--- src/rtl/wfd_pkg.sv ---
package wfd_pkg;

    localparam int unsigned WFD_DEPTH = 4;
    localparam int unsigned WFD_DW    = 32;
    localparam int unsigned WFD_CNT_W = 16;

    typedef enum logic [1:0] {
        ACT_IDLE  = 2'd0,
        ACT_STORE = 2'd1,
        ACT_DRAIN = 2'd2,
        ACT_SWAP  = 2'd3
    } fifo_act_e;

    function automatic int unsigned lvl_width(input int unsigned depth);
        return $clog2(depth + 1);
    endfunction

    function automatic int unsigned ptr_width(input int unsigned depth);
        return (depth > 1) ? $clog2(depth) : 1;
    endfunction

    function automatic fifo_act_e pick_act(input logic store, input logic drain);
        return fifo_act_e'({drain, store});
    endfunction

endpackage

--- src/rtl/wfd_fifo.sv ---
module wfd_fifo
    import wfd_pkg::*;
#(
    parameter int unsigned DW    = WFD_DW,
    parameter int unsigned DEPTH = WFD_DEPTH,
    localparam int unsigned LVL_W = lvl_width(DEPTH),
    localparam int unsigned PTR_W = ptr_width(DEPTH)
) (
    input  logic             clk,
    input  logic             rst,
    input  logic             psh_valid,
    input  logic [DW-1:0]    psh_data,
    input  logic             pop_ready,
    output logic             pop_valid,
    output logic [DW-1:0]    pop_data,
    output logic [LVL_W-1:0] level,
    output logic             push_acc,
    output logic             ovf
);

    localparam logic [LVL_W-1:0] FULL_LVL = LVL_W'(DEPTH);
    localparam logic [PTR_W-1:0] LAST_PTR = PTR_W'(DEPTH - 1);

    logic [DW-1:0]    slot [DEPTH];
    logic [PTR_W-1:0] wr_ptr, rd_ptr;
    logic             empty, full, bypass, store, drain;
    fifo_act_e        act;

    assign empty  = (level == '0);
    assign full   = (level == FULL_LVL);
    assign bypass = empty && psh_valid && pop_ready;
    assign store  = psh_valid && !full && !bypass;
    assign drain  = !empty && pop_ready;
    assign act    = pick_act(store, drain);

    assign push_acc  = psh_valid && !full;
    assign pop_valid = !empty || psh_valid;
    assign pop_data  = empty ? psh_data : slot[rd_ptr];

    function automatic logic [PTR_W-1:0] bump(input logic [PTR_W-1:0] p);
        return (p == LAST_PTR) ? '0 : p + PTR_W'(1);
    endfunction

    generate
        for (genvar g = 0; g < DEPTH; g++) begin : g_slot
            always_ff @(posedge clk) begin
                if (store && wr_ptr == PTR_W'(g)) begin
                    slot[g] <= psh_data;
                end
            end
        end
    endgenerate

    always_ff @(posedge clk) begin
        if (rst) begin
            wr_ptr <= '0;
            rd_ptr <= '0;
            level  <= '0;
            ovf    <= 1'b0;
        end else begin
            if (store) wr_ptr <= bump(wr_ptr);
            if (drain) rd_ptr <= bump(rd_ptr);
            unique case (act)
                ACT_STORE: level <= level + LVL_W'(1);
                ACT_DRAIN: level <= level - LVL_W'(1);
                default:   level <= level;
            endcase
            if (psh_valid && full) ovf <= 1'b1;
        end
    end

    assert_level_bound_R8: assert property (@(posedge clk) disable iff (rst)
        level <= FULL_LVL);
    assert_ovf_sticky_R7: assert property (@(posedge clk) disable iff (rst)
        ovf |=> ovf);
    assert_full_drop_R7: assert property (@(posedge clk) disable iff (rst)
        (full && psh_valid && !pop_ready) |=> (level == FULL_LVL) && ovf);
    assert_bypass_no_store_R5: assert property (@(posedge clk) disable iff (rst)
        (empty && psh_valid && pop_ready) |=> (level == '0));
    assert_pop_valid_R11: assert property (@(posedge clk) disable iff (rst)
        (level != '0) |-> pop_valid);

endmodule

--- src/rtl/wfd_txcount.sv ---
module wfd_txcount
    import wfd_pkg::*;
#(
    parameter int unsigned CNT_W = WFD_CNT_W
) (
    input  logic             clk,
    input  logic             rst,
    input  logic             load,
    input  logic [CNT_W-1:0] load_val,
    input  logic             dec,
    output logic [CNT_W-1:0] remaining
);

    localparam logic [CNT_W-1:0] ONE = CNT_W'(1);

    logic has_work;
    assign has_work = (remaining != '0);

    always_ff @(posedge clk) begin
        if (rst) begin
            remaining <= '0;
        end else if (load) begin
            remaining <= load_val;
        end else if (dec && has_work) begin
            remaining <= remaining - ONE;
        end
    end

    assert_reload_R1: assert property (@(posedge clk) disable iff (rst)
        load |=> remaining == $past(load_val));
    assert_decrement_R2: assert property (@(posedge clk) disable iff (rst)
        (dec && !load && remaining != '0) |=> remaining == $past(remaining) - ONE);
    assert_no_wrap_R2: assert property (@(posedge clk) disable iff (rst)
        (remaining == '0 && !load) |=> remaining == '0);

endmodule

--- src/rtl/wfd_trigger.sv ---
module wfd_trigger
    import wfd_pkg::*;
#(
    parameter int unsigned CNT_W = WFD_CNT_W,
    parameter int unsigned DEPTH = WFD_DEPTH,
    localparam int unsigned LVL_W = lvl_width(DEPTH)
) (
    input  logic             clk,
    input  logic             rst,
    input  logic             thr_we,
    input  logic [LVL_W-1:0] thr_wdata,
    input  logic [CNT_W-1:0] remaining,
    input  logic [LVL_W-1:0] level,
    output logic             trig
);

    logic [LVL_W-1:0] thresh_q;
    logic             owed, room;

    always_ff @(posedge clk) begin
        if (rst) begin
            thresh_q <= LVL_W'(DEPTH);
        end else if (thr_we) begin
            thresh_q <= thr_wdata;
        end
    end

    assign owed = (remaining != '0);
    assign room = (level < thresh_q);
    assign trig = owed && room;

    assert_req_drops_at_zero_R3: assert property (@(posedge clk) disable iff (rst)
        (remaining == '0) |-> !trig);
    assert_req_blocked_when_full_R3: assert property (@(posedge clk) disable iff (rst)
        (level == LVL_W'(DEPTH)) |-> !trig);

endmodule

--- src/rtl/wfifo_dma_req.sv ---
module wfifo_dma_req
    import wfd_pkg::*;
#(
    parameter int unsigned DW    = WFD_DW,
    parameter int unsigned DEPTH = WFD_DEPTH,
    parameter int unsigned CNT_W = WFD_CNT_W,
    localparam int unsigned LVL_W = lvl_width(DEPTH)
) (
    input  logic             clk,
    input  logic             rst,
    input  logic             cnt_we,
    input  logic [CNT_W-1:0] cnt_wdata,
    input  logic             thr_we,
    input  logic [LVL_W-1:0] thr_wdata,
    input  logic             psh_valid,
    input  logic [DW-1:0]    psh_data,
    input  logic             pop_ready,
    output logic             pop_valid,
    output logic [DW-1:0]    pop_data,
    output logic             dma_req,
    output logic             trig_raw,
    output logic             ovf_sticky,
    output logic [LVL_W-1:0] fifo_level,
    output logic [CNT_W-1:0] tx_remaining
);

    logic push_acc;
    logic trig;

    wfd_fifo #(.DW(DW), .DEPTH(DEPTH)) u_fifo (
        .clk       (clk),
        .rst       (rst),
        .psh_valid (psh_valid),
        .psh_data  (psh_data),
        .pop_ready (pop_ready),
        .pop_valid (pop_valid),
        .pop_data  (pop_data),
        .level     (fifo_level),
        .push_acc  (push_acc),
        .ovf       (ovf_sticky)
    );

    wfd_txcount #(.CNT_W(CNT_W)) u_count (
        .clk       (clk),
        .rst       (rst),
        .load      (cnt_we),
        .load_val  (cnt_wdata),
        .dec       (push_acc),
        .remaining (tx_remaining)
    );

    wfd_trigger #(.CNT_W(CNT_W), .DEPTH(DEPTH)) u_trig (
        .clk       (clk),
        .rst       (rst),
        .thr_we    (thr_we),
        .thr_wdata (thr_wdata),
        .remaining (tx_remaining),
        .level     (fifo_level),
        .trig      (trig)
    );

    assign dma_req  = trig;
    assign trig_raw = trig;

    assert_full_push_keeps_count_R7: assert property (@(posedge clk) disable iff (rst)
        (fifo_level == LVL_W'(DEPTH) && psh_valid && !cnt_we)
            |=> tx_remaining == $past(tx_remaining));
    assert_req_needs_owed_R3: assert property (@(posedge clk) disable iff (rst)
        dma_req |-> (tx_remaining != '0));

endmodule

--- config.mk ---
export PLATFORM = sky130hd
export DESIGN_NAME = wfifo_dma_req
export DESIGN_NICKNAME = d
export VERILOG_FILES = /design/src/rtl/wfd_pkg.sv /design/src/rtl/wfd_fifo.sv /design/src/rtl/wfd_txcount.sv /design/src/rtl/wfd_trigger.sv /design/src/rtl/wfifo_dma_req.sv
export SDC_FILE = /design/constraint.sdc
export NUM_CORES = 1
export LEC_CHECK = 0
export ABC_AREA = 0
export BUFFER_PORTS_ARGS = -buffer_cell sky130_fd_sc_hd__buf_2
export CELL_PAD_IN_SITES_DETAIL_PLACEMENT = 1
export CELL_PAD_IN_SITES_GLOBAL_PLACEMENT = 1
export CORE_ASPECT_RATIO = 0.75
export CORE_MARGIN = 2
export CORE_UTILIZATION = 50
export DETAILED_ROUTE_END_ITERATION = 10
export PLACE_DENSITY = 0.95
export SYNTH_ARGS = -nofsm -noshare
export SYNTH_HDL_FRONTEND = slang
export SYNTH_SLANG_ARGS = --single-unit
--- constraint.sdc ---
create_clock -name clk -period 5.6 [get_ports clk]
set_input_delay 0.28 -clock clk [delete_from_list [all_inputs] [get_ports clk]]
set_output_delay 0.28 -clock clk [all_outputs]
set_load 0.02 [all_outputs]
; ---- Yosys cells after proc, flatten, opt, wreduce, memory -nomap -nowiden
; Memories as Yosys holds them, arrays and structs flattened. A register that Yosys moved wholly into a read port is not among the register bits.
; Index checks and enable logic that the tools add are counted.
; Widths: inputs -> output; s select.
[totals]
register_bits = 27
latchBits = 0
mem_bits_rw = 128
mem_bits_ro = 0
input_bits = 57
out_inout_bits = 55
elab_cells = 69
mem_count = 1
[op_classes]
n_addsub = 5
mul = 0
div = 0
n_lt_le_gt_ge = 1
eq_ne = 7
shifts = 0
n_mux = 25
bitwise_logic = 0
reduce_logical = 24
[memory_table]
columns = name, words, width, read_ports, rd_clocked_by_memory_dff, write_ports, line_no
row1 = u_fifo.slot, 4, 32, 1, 1, 1, wfd_fifo.sv:24  ; logic [DW-1:0] slot [DEPTH];
[ops]
columns = op, n
row1 = $mux 32, 4
row2 = $reduce_or 32->1, 3
row3 = $mux 16, 2
row4 = $reduce_bool 16->1, 1
row5 = $sub 16x1->16 const B, 1
row6 = $mux 2, 7
row7 = $logic_and 1x1->1, 12
row8 = $mux 1, 11
row9 = $eq 2x2->1 const B, 4
row10 = $pmux 3 s2, 1
row11 = $add 2x1->2 const B, 2
row12 = $eq 2x1->1 const B, 2
row13 = $reduce_bool 2->1, 2
row14 = $add 3x1->3 const B, 1
row15 = $eq 3x3->1 const B, 1
row16 = $logic_not 1->1, 3
row17 = $logic_not 3->1, 1
row18 = $lt 3x3->1, 1
row19 = $sub 3x1->3 const B, 1
row20 = $logic_not 2->1, 1
row21 = $logic_or 1x1->1, 1

; ---- Logic depth before layout (Yosys ltp)
[depth]
depth_word = 12
ltp_mapped = 10
ltp_nobuf = 10

; ---- Cells and area by module
; A second synthesis with hierarchy kept.
[unflattened]
hier_cells = 408
hier_area_um2 = 6741.5
[modules_own_cells]
columns = module, n_inst, cells_per_inst, area_per_inst_um2
row1 = wfd_fifo, 1, 260, 5536.6
row2 = wfd_txcount, 1, 125, 996.0
row3 = wfd_trigger, 1, 22, 201.4
row4 = wfifo_dma_req, 1, 1, 7.5

; ---- Worst setup path after synthesis
; OpenSTA, ideal clock, no wires.
[synth_timing]
path_type = reg-to-output
startpoint = register u_count.remaining[0]
endpoint = output trig_raw
arrival_ps = 2338
slack_ps = 2982
stages_incl_launch_ff = 8
path_buffers = 2
path_cell_list = dfxtp_1 > inv_1 > ha_1 > nor4b_1 > and4b_1 > buf_2 > a221oi_1 > buf_4
[synth_via]
elab_chain_cells = 2
[synth_rtl]
columns = element, line_no
row1 = "start, declared", wfd_txcount.sv:11  ; output logic [CNT_W-1:0] remaining
row2 = "start signal, assigned", wfd_txcount.sv:23  ; remaining <= load_val;
row3 = "start signal, assigned", wfd_txcount.sv:25  ; remaining <= remaining - ONE;
row4 = $reduce_bool 16->1, wfd_trigger.sv:28  ; assign owed = (remaining != '0);
row5 = $logic_and 1x1->1, wfd_trigger.sv:30  ; assign trig = owed && room;
row6 = "end, declared", wfifo_dma_req.sv:21  ; output logic trig_raw,
; No other way between the ends.

; ---- Worst setup path after layout
[layout_timing]
startpoint = register u_fifo.level[0]
endpoint = register u_fifo.level[2]
[layout_via]
elab_chain_cells = 7
[layout_rtl]
columns = element, line_no
row1 = "start, declared", wfd_fifo.sv:16  ; output logic [LVL_W-1:0] level,
row2 = "start signal, assigned", wfd_fifo.sv:64  ; ACT_STORE: level <= level + LVL_W'(1);
row3 = "start signal, assigned", wfd_fifo.sv:65  ; ACT_DRAIN: level <= level - LVL_W'(1);
row4 = "start signal, assigned", wfd_fifo.sv:66  ; default: level <= level;
row5 = $logic_not 3->1, wfd_fifo.sv:29  ; assign empty = (level == '0);
row6 = $logic_and 1x1->1 (2 in series), wfd_fifo.sv:31  ; assign bypass = empty && psh_valid && pop_ready;
row7 = $logic_not 1->1, wfd_fifo.sv:32  ; assign store = psh_valid && !full && !bypass;
row8 = $logic_and 1x1->1, wfd_fifo.sv:32
row9 = $eq 2x2->1 / $eq 2x1->1 (equally long branches), wfd_fifo.sv:63  ; unique case (act)
row10 = $pmux 3 s2 / $reduce_bool 2->1 (equally long branches), -
; Parallel ways exist; a longest one is shown, timed or not.
; A chain may end at the register's enable or synchronous reset.

==> out/summary.txt <==
Fin crit share - 52.7%
Post-DP Area - 7370 sq um
Max H-tree Level - 4
Max Slew Vio Count - 0
Lkg Pwr - 2.82 nW
Max-cap viol count - 0
Synthesized cell area - 6650 sq um
Gate Count Post-Synth - 388
EDFF count, synth - 128
Post-Route WL - 15200 um
Synth Flop Type - edfxtp_1
Hold EP - u_trig.thresh_q[2]$_SDFFE_PP1P_
Top-count cell post-synth - edfxtp_1
ANT nets after route - 0
Global-route wire length before repair - 24100 um
Crit Path Class - reg -> reg
Worst Min Path Start - thr_wdata[2]
DP HPWL - 9870 um
DIE WIDTH - 137 um
Critical Path RT - 5940 ps
I/O Pins - 112
Yosys top cell by area - edfxtp_1
Synth warn - 0
Hold Vio Cnt, Final - 0
DRC - 0
Total power - 3.80 mW
Depth of the worst hold-timing path - 3
Register area share after synthesis - 66.6%
Crit path time final - 2950 ps
Post-CTS resize count - 0
Status - finished, final reports clean
Register share of total power - 39.4%
Final setup violation count - 0
Worst Clk Skew - 11.0 ps
Post-CTS setup buffers - 0
Critical Path Start - u_fifo.level[0]$_SDFFE_PP0P_
Reg2reg end - u_fifo.level[2]$_SDFFE_PP0P_
Endpoint class of the critical path - register
Clock Sinks - 157
PD cells - 479 nW/um^2
Largest net degree at the start of global routing - 33
Rel. slew slack - 39.0%
Synth-to-layout area growth - 19.5%
Critical Path Max Stage Delay - 700 ps
Fin area - 7940 sq um
CTS tree - done
Mapped Nets - 456
Reg-to-Reg Start - u_fifo.level[0]$_SDFFE_PP0P_
GRT Resource Usage Total - 22.9%
Fin Setup TNS - 0 ps
Final net count - 570
ANT cells - 0
Gpl congestion - 0.854
Via count - 3916
Initial DRC count - 333
Post-synth top area share - 57.8%
VDD IR-drop max - 0.242 mV
Worst hold path type - in -> reg
Number of distinct library cells after synthesis - 45
Async SR Flop Fraction - 0%
RSZ-0062 raised after global routing - false
Drt pass-1 iters - 4
Hold buffer count at cts - 0
Core area - 13000 sq um
Clock power frac - 30.1%
Die H - 104 um
Cells along the critical path - nor3_2, a21oi_1, inv_1, ha_1, inv_1, fa_1, xor2_1, or3_1, a21oi_1
Net Switching - 1.20 mW
Crit path DAT - 3290 ps
Post-Syn Area per Cell - 17.1 sq um
Slew @ Worst Pin - 915 ps
Synth area leaders - edfxtp_1, mux4_2, dfxtp_1, mux2_2, ha_1
CP Max Fanout - 11
Worst-Skew Late Latency - 420 ps
Seq cells post-synth - 157
CP max stage cell - nor3_2
DR WL/cell - 22.1 um
CP startpoint kind - register
FF-to-FF path depth - 9
Pint - 2.60 mW
Initial Util - 51.2%
Die ar. - 14200 sq um
Root Driver - clkbuf_16
Switching Share - 31.5%
Share of cells above drive strength 1 - 43.2%
GR Overflow Total - 0
Vias in the first global route - 4372
Fmax achieved - 0.339 GHz
Worst-path clk slew - 60 ps
Site row count - 36
CTS buffer count - 17
Comb pwr share - 30.5%
Clk buf depth - 2
Port buffer count - 111
Initial antenna violation count - 0
Synth cell count leaders - edfxtp_1, mux2_2, mux4_2
Routed vias/inst - 5.72
FF-to-FF setup slack - 2650 ps
[metrics by stage]
stage	std cells	worst slack [ps]	hold slack (ps)	util, %
detailed placement	654	2630	479	56.8
CTS	685	2610	80.0	61.2
global route	685	2490	70.7	61.2
finish	685	2650	93.0	61.2
floorplan	388	2980	379	-
global placement	654	2860	473	56.8
[worst max-delay path by stage]
stage / to / slack, ps / cells past startpoint
CTS: u_fifo.level[2]$_SDFFE_PP0P_ / 2610 / 9
detailed placement: u_fifo.level[2]$_SDFFE_PP0P_ / 2630 / 9
global route: u_fifo.level[2]$_SDFFE_PP0P_ / 2490 / 9
global placement: u_fifo.level[2]$_SDFFE_PP0P_ / 2860 / 9
floorplan: trig_raw / 2980 / 7
finish: u_fifo.level[2]$_SDFFE_PP0P_ / 2650 / 9
[kinds of logic (layout without fill, tap and decap cells)]
logic type	Yosys count	after routing	share of synthesized area, %
flip-flops	157	157	66.6
buffers and inverters	32	158	1.94
adder cells (fa/ha/maj)	11	11	2.18
AO/OA/AOI/OAI	34	34	3.94
XOR/XNOR	13	13	1.71
AND/OR/NAND/NOR	70	70	6.33
multiplexers	71	71	17.3
[area by class of cell]
cell class                 instances  area [sq um]
inverter                          14          52.6
multi-input combinational        199          2100
clock inverter                    12           145
clock buffer                      19           433
sequential                       157          4430
fill                            1208          5030
tap                              171           214
timing repair buffer             113           571
[power by group through the flow]
stage	logic [mW]	registers, mW	clock network [mW]
2_1_floorplan	0.832	1.49	0
3_3_place_gp	1.12	1.51	0
3_5_place_dp	1.16	1.52	0
4_1_cts	1.17	1.50	1.16
5_1_grt	1.24	1.52	1.21
6_report	1.16	1.50	1.15
[layout by cell type (no fill, tap or decap), types with 2 or more instances in the layout]
cell          n
a2111oi_2     2
a211oi_1     13
a21oi_1       5
a311oi_1      2
and2_2        4
buf_2       111
buf_4         2
bufinv_16     3
clkbuf_1      2
clkbuf_16    17
clkinv_2      3
clkinvlp_4    3
dfxtp_1      27
dfxtp_2       2
edfxtp_1    128
ha_1         10
inv_1        14
mux2_2       32
mux2i_1       7
mux4_2       32
nand2_1       6
nand2b_1      3
nor2_1       28
nor3_1        6
nor4_2        3
o211ai_1      2
o21a_1        2
o21ai_0       3
or3_1         5
or4_1         2
xnor2_1      11
xor2_1        2
[routing by layer]
layer	track usage (%)	part of all wire, %	wire length [um]
met2	36.3	50	7580
met1	30.5	44	6620
met5	0	0	0
met3	5.63	3.5	532
met4	9.35	2.8	428
[critical path: cells and delay by family (launching register included)]
family	cells	cell delay (ps)
AOI/OAI and AO/OA	2	530
xor gates and xnor gates	1	170
adders and majority gates	2	590
buffers and inverters	2	210
DFF	1	360
and+or+nand+nor	2	1010
[flip-flops by register name, indices dropped and copies added (netlist names), named ones only]
signal,count
u_fifo.slot,128
u_count.remaining,16
u_fifo.level,3
u_trig.thresh_q,3
u_fifo.rd_ptr,2
u_fifo.wr_ptr,2
u_fifo.ovf,1
No activity file was read; power rests on OpenSTA's default activity.
